[src/rtl/ser_rx_pkg.sv]
package ser_rx_pkg;
  localparam logic [1:0] ADDR_HOLD = 2'd0;
  localparam logic [1:0] ADDR_STAT = 2'd1;
  localparam int         FLAG_N    = 3;
  localparam int         BIT_AVAIL = 0;
  localparam int         BIT_OVR   = 1;
  localparam int         BIT_FIRST = 2;

  // a strobe is taken when enabled and the register is empty or being emptied
  function automatic logic take_word(input logic strobe, input logic en,
                                     input logic avail, input logic hold_rd);
    return strobe & en & (~avail | hold_rd);
  endfunction

  function automatic logic collide(input logic strobe, input logic en,
                                   input logic avail, input logic hold_rd);
    return strobe & en & avail & ~hold_rd;
  endfunction

  // first-slot marker stored with a word: always 1 with one slot per frame
  function automatic logic first_mark(input logic netm, input logic fs);
    return netm ? fs : 1'b1;
  endfunction

  function automatic logic [FLAG_N-1:0] pack_flags(input logic avail, input logic ovr,
                                                    input logic first, input logic en);
    logic [FLAG_N-1:0] f;
    f            = '0;
    f[BIT_AVAIL] = avail;
    f[BIT_OVR]   = ovr;
    f[BIT_FIRST] = first & en;
    return f;
  endfunction
endpackage

[src/rtl/ser_rx_capture.sv]
module ser_rx_capture
  import ser_rx_pkg::*;
#(
  parameter int W = 16
) (
  input  logic         clk,
  input  logic         rst_n,
  input  logic         load,
  input  logic         hold_rd,
  input  logic         net_mode,
  input  logic         word_fsync,
  input  logic [W-1:0] word_data,
  output logic         avail_q,
  output logic         first_q,
  output logic [W-1:0] hold_q
);
  always_ff @(posedge clk) begin
    if (!rst_n) begin
      avail_q <= 1'b0;
      first_q <= 1'b0;
      hold_q  <= '0;
    end else if (load) begin
      avail_q <= 1'b1;
      first_q <= first_mark(net_mode, word_fsync);
      hold_q  <= word_data;
    end else if (hold_rd) begin
      avail_q <= 1'b0;
    end
  end
endmodule

[src/rtl/ser_rx_overrun.sv]
module ser_rx_overrun (
  input  logic clk,
  input  logic rst_n,
  input  logic ovr_evt,
  input  logic stat_rd,
  input  logic hold_rd,
  output logic ovr_q,
  output logic arm_q,
  output logic ovr_clr
);
  assign ovr_clr = hold_rd & arm_q;

  always_ff @(posedge clk) begin
    if (!rst_n) begin
      ovr_q <= 1'b0;
      arm_q <= 1'b0;
    end else begin
      if (ovr_evt)      ovr_q <= 1'b1;
      else if (ovr_clr) ovr_q <= 1'b0;

      if (stat_rd)      arm_q <= ovr_q;
      else if (ovr_clr) arm_q <= 1'b0;
    end
  end
endmodule

[src/rtl/ser_rx_flags.sv]
module ser_rx_flags
  import ser_rx_pkg::*;
#(
  parameter int W = 16
) (
  input  logic         clk,
  input  logic         rst_n,
  input  logic         rx_enable,
  input  logic         net_mode,
  input  logic         rx_irq_en,
  input  logic         err_irq_en,
  input  logic         word_valid,
  input  logic [W-1:0] word_data,
  input  logic         word_fsync,
  input  logic         rd_en,
  input  logic [1:0]   rd_addr,
  output logic [W-1:0] rd_data,
  output logic         irq_rx,
  output logic         irq_err
);
  localparam int PAD = W - FLAG_N;

  logic hold_rd, stat_rd, load, ovr_evt;
  logic avail_q, first_q, ovr_q, arm_q, ovr_clr;
  logic [W-1:0] hold_q;
  logic [FLAG_N-1:0] flags;

  assign hold_rd = rd_en & (rd_addr == ADDR_HOLD);
  assign stat_rd = rd_en & (rd_addr == ADDR_STAT);
  assign load    = take_word(word_valid, rx_enable, avail_q, hold_rd);
  assign ovr_evt = collide(word_valid, rx_enable, avail_q, hold_rd);

  ser_rx_capture #(.W(W)) u_cap (
    .clk(clk), .rst_n(rst_n), .load(load), .hold_rd(hold_rd),
    .net_mode(net_mode), .word_fsync(word_fsync), .word_data(word_data),
    .avail_q(avail_q), .first_q(first_q), .hold_q(hold_q)
  );

  ser_rx_overrun u_ovr (
    .clk(clk), .rst_n(rst_n), .ovr_evt(ovr_evt), .stat_rd(stat_rd),
    .hold_rd(hold_rd), .ovr_q(ovr_q), .arm_q(arm_q), .ovr_clr(ovr_clr)
  );

  assign flags = pack_flags(avail_q, ovr_q, first_q, rx_enable);

  always_comb begin
    if (rd_addr == ADDR_HOLD)      rd_data = hold_q;
    else if (rd_addr == ADDR_STAT) rd_data = {{PAD{1'b0}}, flags};
    else                           rd_data = '0;
  end

  assign irq_rx  = rx_irq_en & avail_q;
  assign irq_err = err_irq_en & ovr_q;
endmodule

[config.mk]
export PLATFORM = sky130hd
export DESIGN_NAME = ser_rx_flags
export DESIGN_NICKNAME = d
export VERILOG_FILES = /design/src/rtl/ser_rx_pkg.sv /design/src/rtl/ser_rx_capture.sv /design/src/rtl/ser_rx_overrun.sv /design/src/rtl/ser_rx_flags.sv
export SDC_FILE = /design/constraint.sdc
export NUM_CORES = 1
export LEC_CHECK = 0
export ABC_CLOCK_PERIOD_IN_PS = 1500
export BUFFER_PORTS_ARGS = -buffer_cell sky130_fd_sc_hd__buf_2
export CAP_MARGIN = 20
export CELL_PAD_IN_SITES_DETAIL_PLACEMENT = 0
export CELL_PAD_IN_SITES_GLOBAL_PLACEMENT = 2
export CORE_ASPECT_RATIO = 0.6
export CORE_MARGIN = 2
export CORE_UTILIZATION = 22
export CTS_CLUSTER_SIZE = 30
export DETAILED_ROUTE_END_ITERATION = 7
export GPL_TIMING_DRIVEN = 0
export PLACE_DENSITY = 0.72
export SLEW_MARGIN = 25
export SYNTH_ARGS = -nofsm -noshare
export SYNTH_HDL_FRONTEND = slang
export SYNTH_SLANG_ARGS = --single-unit
[constraint.sdc]
create_clock -name clk -period 1.5 [get_ports clk]
set_input_delay 0.3 -clock clk [delete_from_list [all_inputs] [get_ports clk]]
set_output_delay 0.3 -clock clk [all_outputs]
set_load 0.02 [all_outputs]
==> results of run 1 <==
==> worst max path at each step <==
stage,slack [ns],endpoint,from
floorplan,0.03,u_cap.hold_q[0]$_SDFFE_PN0P_,rd_addr[0]
global placement,-0.16,rd_data[5],rd_addr[1]
detailed placement,-0.15,u_cap.hold_q[4]$_SDFFE_PN0P_,rd_addr[1]
CTS,0.007,rd_data[5],rd_addr[1]
global route,0.002,rd_data[3],rd_addr[1]
finish,0.07,rd_data[5],rd_addr[1]
==> critical path, cell delays in order <==
cell      delay (ns)
buf_2           0.14
nor2_2          0.16
clkbuf_4        0.21
and2_1          0.15
buf_2           0.16
==> state kept, by name, indices dropped and copies added (netlist names) <==
register       flops
u_cap.avail_q      1
u_ovr.arm_q        1
u_ovr.ovr_q        1
u_cap.first_q      1
u_cap.hold_q      16
==> what timing repair did <==
item	4_1_cts	5_1_grt
resized for setup	2	1
buffers inserted	0	0
hold buffers	0	0
hold endpoints to repair	0	0
gates cloned	0	0
endpoints found under the setup margin	10	10
==> power groups by stage <==
stage | sequential, mW | combinational, mW | clock [mW]
2_1_floorplan | 0.580 | 0.112 | 0
3_3_place_gp | 0.585 | 0.172 | 0
3_5_place_dp | 0.586 | 0.177 | 0
4_1_cts | 0.573 | 0.179 | 0.426
5_1_grt | 0.577 | 0.197 | 0.457
6_report | 0.574 | 0.176 | 0.418
==> placed cells by master, fill, tap and decap left out <==
cell	Yosys	layout
and2_1	16	16
o21ai_0	2	2
nor2_2	0	1
a21oi_1	5	5
nor2_1	4	3
or3b_4	1	1
nand3_1	2	2
nand4b_1	1	1
buf_6	2	2
clkbuf_8	0	4
a31oi_1	1	1
nand2_1	32	32
dfxtp_1	20	20
nand2b_1	1	1
a21boi_2	1	1
inv_1	5	5
a311o_1	1	1
buf_12	1	1
mux2i_1	18	18
clkbuf_4	0	1
buf_2	0	42
clkbuf_1	5	4
==> layer usage <==
layer  global-route usage, %  share of wire (%)  wire (um)  up-vias
met5                       0                  0          0        -
met4                   2.597               0.89         23        0
met3                   4.472                6.4        166        2
met2                   16.10                 40       1038       25
met1                   13.60                 52       1357      414
li1                        -                  -          -      472
==> logic make-up (layout without fill, tap and decap cells) <==
family,count (synthesis),count (layout),share of synthesized area (%)
buf+inv,13,59,8.051
flops,20,20,40.25
compound gates,10,10,6.289
simple gates,57,57,27.30
mux,18,18,18.11
==> stage by stage <==
| step | utilization (%) | cell area (um2) | hold slack, ns |
|---|---|---|---|
| floorplan | - | 994.7 | 0.4057 |
| global placement | 30.23 | 1280 | 0.4390 |
| detailed placement | 30.23 | 1280 | 0.4481 |
| CTS | 31.62 | 1339 | 0.2157 |
| global route | 31.68 | 1341 | 0.2368 |
| finish | 31.68 | 1341 | 0.2189 |
==> layout make-up <==
class | instances | area [um2] | area share [%]
Inverter | 5 | 18.77 | 1.399
Multi-Input combinational cell | 85 | 516.7 | 38.53
Buffer | 8 | 65.06 | 4.851
Sequential cell | 20 | 400.4 | 29.85
Timing Repair Buffer | 42 | 210.2 | 15.67
Clock buffer | 4 | 55.05 | 4.104
Tap cell | 60 | 75.07 | 5.597
==> impl_metrics.env, run 1 <==
export IMPL_dr_pass1_iters=5
export IMPL_coreArea_um2=4234
export IMPL_place_ws_ns=-0.1521
export IMPL_clock_latency_ns=0.26
export IMPL_ios=45
export IMPL_synth_top_area_share_pct=40.25
export IMPL_drc=0
export IMPL_tightest_slew_ns=0.4660
export IMPL_grt_overflow=0
export IMPL_holdPathEnd="u_cap.first_q$_SDFFE_PN0P_"
export IMPL_grt_max_degree=12
export IMPL_drv_slew=0
export IMPL_antenna_left=0
export IMPL_pwr_share_seq_pct=49.1
export IMPL_dp_hpwl_mm=2.049
export IMPL_hold_viol=0
export IMPL_grt_usage_pct=10.49
export IMPL_cts_tree="done"
export IMPL_final_cells=224
export IMPL_intPower_uw=875.0
export IMPL_layout_setup_ws_ns=0.06760
export IMPL_hold_depth=2
export IMPL_worstPathMaxFanout=10
export IMPL_setup_tns_final_ns=0
export IMPL_grt_pass1_vias=914
export IMPL_fin_crit_ns=1.432
export IMPL_synth_common_cells="nand2_1, dfxtp_1, mux2i_1, and2_1"
export IMPL_p_clk_share_pct=35.8
export IMPL_p_leak_nw=0.6260
export IMPL_rsz0062_at_grt="no"
export IMPL_start_util_pct=23.49
export IMPL_synth_flop_cell="dfxtp_1"
export IMPL_fp_dieH_um=56.09
export IMPL_first_iter_violations=19
export IMPL_synthesis_area_um2=994.7
export IMPL_cp_end_kind="output port"
export IMPL_powerDensity_nw_per_um2=870.6
export IMPL_synth_seq_cells=20
export IMPL_syn_avg_cell_area_um2=8.430
export IMPL_gp_congestion=0.7464
export IMPL_placed_cells=220
export IMPL_die_area_um2=5093
export IMPL_min_path_type="input port to flip-flop"
export IMPL_synth_edf_count=0
export IMPL_p_sw_share_pct=25.07
export IMPL_design_power_total_mw=1.168
export IMPL_power_share_combinational_pct=15.1
export IMPL_wirelength_mm=2.586
export IMPL_r2r_end="u_cap.hold_q[7]$_SDFFE_PN0P_"
export IMPL_r2r_setup_slack_ns=0.37
export IMPL_synthesis_nets=145
export IMPL_post_route_period_util_pct=95.49
export IMPL_cts_sinks=20
export IMPL_yosysTopAreaCell="dfxtp_1"
export IMPL_async_flop_share_pct=0
export IMPL_synth_cells=118
export IMPL_worstHoldStart="net_mode"
export IMPL_antenna_found_initial=0
export IMPL_via_count=913
export IMPL_skew_ns=0.003468
export IMPL_fillCellCount=485
export IMPL_num_rows=18
export IMPL_fmax_mhz=698.1
export IMPL_h_tree_depth=1
export IMPL_cap_violations=0
export IMPL_ir_drop_v=0.0002677
export IMPL_yosysMostFrequentCell="nand2_1"
export IMPL_setup_violations=0
export IMPL_ys_seq_area_share_pct=40.25
export IMPL_p_switching_uw=292.7
export IMPL_arrival_ns=1.13
export IMPL_r2r_cells=4
export IMPL_routedWlPerCell_um=11.54
export IMPL_cts_clk_slew_worst_paths_ns=0.08
export IMPL_critPathKind="input port to output port"
export IMPL_r2r_start="u_cap.avail_q$_SDFFE_PN0P_"
export IMPL_crit_required_ns=1.20
export IMPL_slew_limit_headroom_pct=68.94
export IMPL_grt_pass1_wl_mm=4.284
export IMPL_yosysWarningCount=0
export IMPL_die_w_um=90.81
export IMPL_synth_cell_types=18
export IMPL_cp_start_kind="input port"
export IMPL_nets=192
export IMPL_clk_path_buf_depth=2
export IMPL_synth_area_top_cells="dfxtp_1, mux2i_1, nand2_1"
export IMPL_vias_per_cell=4.076
export IMPL_clockRootBuffer="clkbuf_8"
export IMPL_status="complete, no violations"
export IMPL_cts_made_buffers=3
export IMPL_area_growth_pct=34.84
export IMPL_drive_gt1_share_pct=32.32
export IMPL_portBuffers=42
export IMPL_insertedDiodeCount=0
(Power assumes the default switching activity.)
==> run 2, diff against run 1 <==
--- a/config.mk
+++ b/config.mk
@@ -8,3 +8,3 @@
 export ABC_CLOCK_PERIOD_IN_PS = 1500
-export BUFFER_PORTS_ARGS = -buffer_cell sky130_fd_sc_hd__buf_2
+export BUFFER_PORTS_ARGS = -buffer_cell sky130_fd_sc_hd__buf_4
 export CAP_MARGIN = 20
@@ -13,3 +13,3 @@
 export CORE_ASPECT_RATIO = 0.6
-export CORE_MARGIN = 2
+export CORE_MARGIN = 5
 export CORE_UTILIZATION = 22
--- a/constraint.sdc
+++ b/constraint.sdc
@@ -3,2 +3,2 @@
 set_output_delay 0.3 -clock clk [all_outputs]
-set_load 0.02 [all_outputs]
+set_load 0.01 [all_outputs]
==> impl_metrics.env, run 2 (same netlist as run 1, synthesis figures left out) <==
export IMPL_cap_violations=0
export IMPL_dp_hpwl_mm=2.300
export IMPL_cts_setup_buffers=0
export IMPL_cp_end_kind="flip-flop"
export IMPL_cp_cell_sequence="buf_4 > or3b_4 > a21boi_2 > buf_6 > buf_12 > mux2i_1"
export IMPL_rsz0062_at_grt="no"
export IMPL_insertedDiodeCount=0
export IMPL_drv_slew=0
export IMPL_crit_required_ns=1.68
export IMPL_max_stage_delay_ns=0.43
export IMPL_status="complete, no violations"
export IMPL_wirelength_mm=2.806
export IMPL_h_tree_depth=1
export IMPL_grt_pass1_vias=994
export IMPL_routedWlPerCell_um=12.53
export IMPL_final_common_cell="buf_4"
export IMPL_dr_pass1_iters=4
export IMPL_tightest_slew_ns=0.4661
export IMPL_grt_usage_pct=9.847
export IMPL_largest_reg_flops=16
export IMPL_post_route_period_util_pct=91.11
export IMPL_portBuffers=42
export IMPL_min_path_type="input port to flip-flop"
export IMPL_clk_path_buf_depth=2
export IMPL_layout_common_cells="buf_4, nand2_1, dfxtp_1"
export IMPL_clock_latency_ns=0.25
export IMPL_ios=45
export IMPL_cp_start_kind="input port"
export IMPL_slew_limit_headroom_pct=68.92
export IMPL_grt_overflow=0
export IMPL_p_leak_nw=0.6458
export IMPL_antenna_found_initial=0
export IMPL_gp_congestion=0.7384
export IMPL_clockRootBuffer="clkbuf_8"
export IMPL_num_rows=18
export IMPL_setup_violations=0
export IMPL_nets=192
export IMPL_die_w_um=96.81
export IMPL_start_util_pct=23.49
export IMPL_skew_ns=0.001070
export IMPL_cts_hold_buffers_added=0
export IMPL_fin_crit_ns=1.367
export IMPL_critPathKind="input port to flip-flop"
export IMPL_die_area_um2=6010
export IMPL_via_count=917
export IMPL_top_register="u_cap.hold_q"
export IMPL_drive_gt1_share_pct=32.32
export IMPL_area_growth_pct=45.41
export IMPL_cts_clk_slew_worst_paths_ns=0.07
export IMPL_fp_dieH_um=62.09
export IMPL_powerDensity_nw_per_um2=810.6
export IMPL_first_iter_violations=12
export IMPL_design_power_total_mw=1.172
export IMPL_antenna_left=0
export IMPL_vias_per_cell=4.094
export IMPL_hold_viol=0
export IMPL_cts_sinks=20
export IMPL_grt_pass1_wl_mm=4.636
export IMPL_coreArea_um2=4234
export IMPL_fmax_mhz=731.7
export IMPL_grt_max_degree=12
export IMPL_cpMaxStageDelayCell="or3b_4"
export IMPL_worstPathMaxFanout=10
export IMPL_cts_made_buffers=3
export IMPL_ir_drop_v=0.0003033
export IMPL_arrival_ns=1.55
export IMPL_finish_utilization_pct=34.16
export IMPL_drc=0
export IMPL_cts_tree="done"
export IMPL_fillCellCount=451
## run 2: repair_timing
item                                    CTS  global route
endpoints found under the setup margin   10            10
cloned                                    0             0
gates resized for setup                   2             2
## run 2: path summary, 6_finish.rpt
| kind | start | to | slack (ns) | depth (start not counted) |
|---|---|---|---|---|
| max | rd_addr[1] | u_cap.hold_q[5]$_SDFFE_PN0P_ | 0.13 | 6 |
| min | net_mode | u_cap.first_q$_SDFFE_PN0P_ | 0.23 | 2 |
| min reg2reg | u_cap.hold_q[6]$_SDFFE_PN0P_ | u_cap.hold_q[6]$_SDFFE_PN0P_ | 0.46 | 2 |
| max reg2reg | u_cap.avail_q$_SDFFE_PN0P_ | u_cap.hold_q[5]$_SDFFE_PN0P_ | 0.38 | 4 |
## run 2: area by class of cell
type,count,area [um2],area share (%)
clock buffer,4,55.05,3.806
buffer,8,65.06,4.498
inverter,5,18.77,1.298
timing repair buffer,42,315.3,21.80
sequential,20,400.4,27.68
multi-input combinational,85,516.7,35.73
tap,60,75.07,5.190
## run 2: per-layer routing
metal / vias up / part of all wire [%] / GRT usage [%] / wire length [um]
li1: 472 / - / - / -
met1: 412 / 49 / 12.37 / 1388
met2: 31 / 43 / 16.67 / 1213
met3: 2 / 7.0 / 4.125 / 197
met4: 0 / 0.21 / 1.200 / 6
met5: - / 0 / 0 / 0
## run 2: per-stage QoR
step | hold WS (ns) | setup WS [ns] | setup TNS (ns) | cells | instance area (um2)
global route | 0.2406 | 0.03963 | 0 | 224 | 1446
global placement | 0.4389 | -0.1619 | -2.255 | 220 | 1385
floorplan | 0.4057 | 0.02953 | 0 | 118 | 994.7
CTS | 0.2241 | 0.008860 | 0 | 224 | 1444
finish | 0.2304 | 0.1334 | 0 | 224 | 1446
detailed placement | 0.4445 | -0.1782 | -2.601 | 220 | 1385
## run 2: power breakdown
part	internal, mW	switching, mW	leakage [nW]	total [mW]
registers	0.558	0.0156	0.163	0.573
logic	0.106	0.0858	0.454	0.192
clock network	0.233	0.174	0.0288	0.407
## run 2: worst max-delay path, delay by kind of cell
| kind | cells | cell delay (ns) |
|---|---|---|
| AO/OA/AOI/OAI | 1 | 0.16 |
| buffers and inverters | 3 | 0.46 |
| multiplexers | 1 | 0.19 |
| AND/OR/NAND/NOR | 1 | 0.43 |
==> run 3, diff against run 2 <==
BUFFER_PORTS_ARGS = -buffer_cell sky130_fd_sc_hd__buf_2   (was -buffer_cell sky130_fd_sc_hd__buf_4)
==> impl_metrics.env, run 3 (same netlist as run 1, synthesis figures left out) <==
export IMPL_status="complete, no violations"
export IMPL_critPathKind="input port to output port"
export IMPL_setup_violations=0
export IMPL_final_common_cell="buf_2"
export IMPL_fmax_mhz=715.6
export IMPL_gp_congestion=0.7395
export IMPL_cp_start_kind="input port"
export IMPL_grt_overflow=0
export IMPL_p_leak_nw=0.6192
export IMPL_post_route_period_util_pct=93.17
export IMPL_via_count=900
export IMPL_min_path_type="input port to flip-flop"
export IMPL_dp_hpwl_mm=2.198
export IMPL_nets=192
export IMPL_insertedDiodeCount=0
export IMPL_first_iter_violations=16
export IMPL_vias_per_cell=4.036
export IMPL_r2r_start="u_cap.avail_q$_SDFFE_PN0P_"
export IMPL_holdPathEnd="u_cap.first_q$_SDFFE_PN0P_"
export IMPL_grt_max_degree=11
export IMPL_layout_common_cells="buf_2, nand2_1, dfxtp_1"
export IMPL_cp_end_kind="output port"
export IMPL_drv_slew=0
export IMPL_fin_crit_ns=1.397
export IMPL_slew_limit_headroom_pct=66.99
export IMPL_coreArea_um2=4234
export IMPL_worstPathMaxFanout=10
export IMPL_h_tree_depth=1
export IMPL_routedWlPerCell_um=12.07
export IMPL_r2r_end="u_cap.hold_q[6]$_SDFFE_PN0P_"
export IMPL_hold_depth=2
export IMPL_largest_reg_flops=16
export IMPL_crit_required_ns=1.20
export IMPL_die_area_um2=6010
export IMPL_cts_made_buffers=3
export IMPL_hold_viol=0
export IMPL_tightest_slew_ns=0.4951
export IMPL_wirelength_mm=2.691
export IMPL_area_growth_pct=33.46
export IMPL_ios=45
export IMPL_grt_pass1_wl_mm=4.298
export IMPL_fp_dieH_um=62.09
export IMPL_finish_utilization_pct=31.35
export IMPL_die_w_um=96.81
export IMPL_clock_latency_ns=0.25
export IMPL_skew_ns=0.0007540
export IMPL_rsz0062_at_grt="no"
export IMPL_grt_usage_pct=9.181
export IMPL_cts_setup_buffers=0
export IMPL_start_util_pct=23.49
export IMPL_cap_violations=0
export IMPL_drc=0
export IMPL_clk_path_buf_depth=2
export IMPL_r2r_setup_slack_ns=0.38
export IMPL_antenna_found_initial=0
export IMPL_cts_hold_buffers_added=0
export IMPL_powerDensity_nw_per_um2=814.2
export IMPL_ir_drop_v=0.0003032
export IMPL_r2r_cells=4
export IMPL_setup_tns_final_ns=0
export IMPL_grt_pass1_vias=921
export IMPL_worstHoldStart="net_mode"
export IMPL_drive_gt1_share_pct=31.90
export IMPL_dr_pass1_iters=4
export IMPL_arrival_ns=1.10
export IMPL_portBuffers=42
export IMPL_top_register="u_cap.hold_q"
export IMPL_num_rows=18
export IMPL_antenna_left=0
export IMPL_cts_tree="done"
export IMPL_fillCellCount=480
export IMPL_cts_sinks=20
export IMPL_clockRootBuffer="clkbuf_8"
export IMPL_cts_clk_slew_worst_paths_ns=0.07
run 3: changes by cell type in the layout (fill, tap and decap cells not counted), sizes merged:
| cell | delta |
|---|---|
| clkbuf | -1 |
run 3: cell type report:
class	instances	area, um2	share of cell area [%]
multi-input cells	85	516.7	38.93
flip-flops and latches	20	400.4	30.16
repair buffers	42	210.2	15.83
well taps	60	75.07	5.655
plain buffers	8	65.06	4.901
clock buffers	3	41.29	3.110
inverters	5	18.77	1.414
run 3: worst max-delay path: stages:
cell    delay, ns
buf_2        0.14
nor2_2       0.19
buf_4        0.19
and2_1       0.14
buf_2        0.13
run 3: worst max-delay path by stage:
stage,start,to,slack (ns)
after CTS,rd_addr[1],rd_data[14],0.07
after detailed placement,rd_addr[1],rd_data[14],-0.21
after global routing,rd_addr[1],rd_data[7],0.02
final,rd_addr[1],rd_data[7],0.10
after global placement,rd_addr[1],rd_data[5],-0.15
after floorplan,rd_addr[0],u_cap.hold_q[0]$_SDFFE_PN0P_,0.03
run 3: report_power, final:
part / internal, mW / switching (mW)
combinational: 0.0838 / 0.0849
clock: 0.178 / 0.160
sequential: 0.558 / 0.0154
total: 0.820 / 0.261
run 3: metal layers:
metal  global-route usage (%)  routed length [um]  up-vias
li1                         -                   -      471
met1                    12.18                1396      399
met2                    14.12                1112       28
met3                    4.348                 172        2
met4                    1.200                   9        0
met5                        0                   0        -
run 3: per-stage QoR:
stage / hold WS [ns] / cell area (um2) / instances / power (mW) / setup slack, ns
6_report: 0.2406 / 1328 / 223 / 1.081 / 0.1025
5_1_grt: 0.2348 / 1328 / 223 / 1.152 / 0.01694
4_1_cts: 0.2360 / 1328 / 223 / 1.104 / 0.07094
3_5_place_dp: 0.4493 / 1280 / 220 / 0.7549 / -0.2062
3_3_place_gp: 0.4390 / 1280 / 220 / 0.7499 / -0.1457
2_1_floorplan: 0.4057 / 994.7 / 118 / 0.6845 / 0.02953
run 3: repair_timing:
item	4_1_cts	5_1_grt
endpoints found under the hold margin	0	0
endpoints found under the setup margin	10	3
resized for setup	3	1
pin swaps	0	0
cloned	0	0
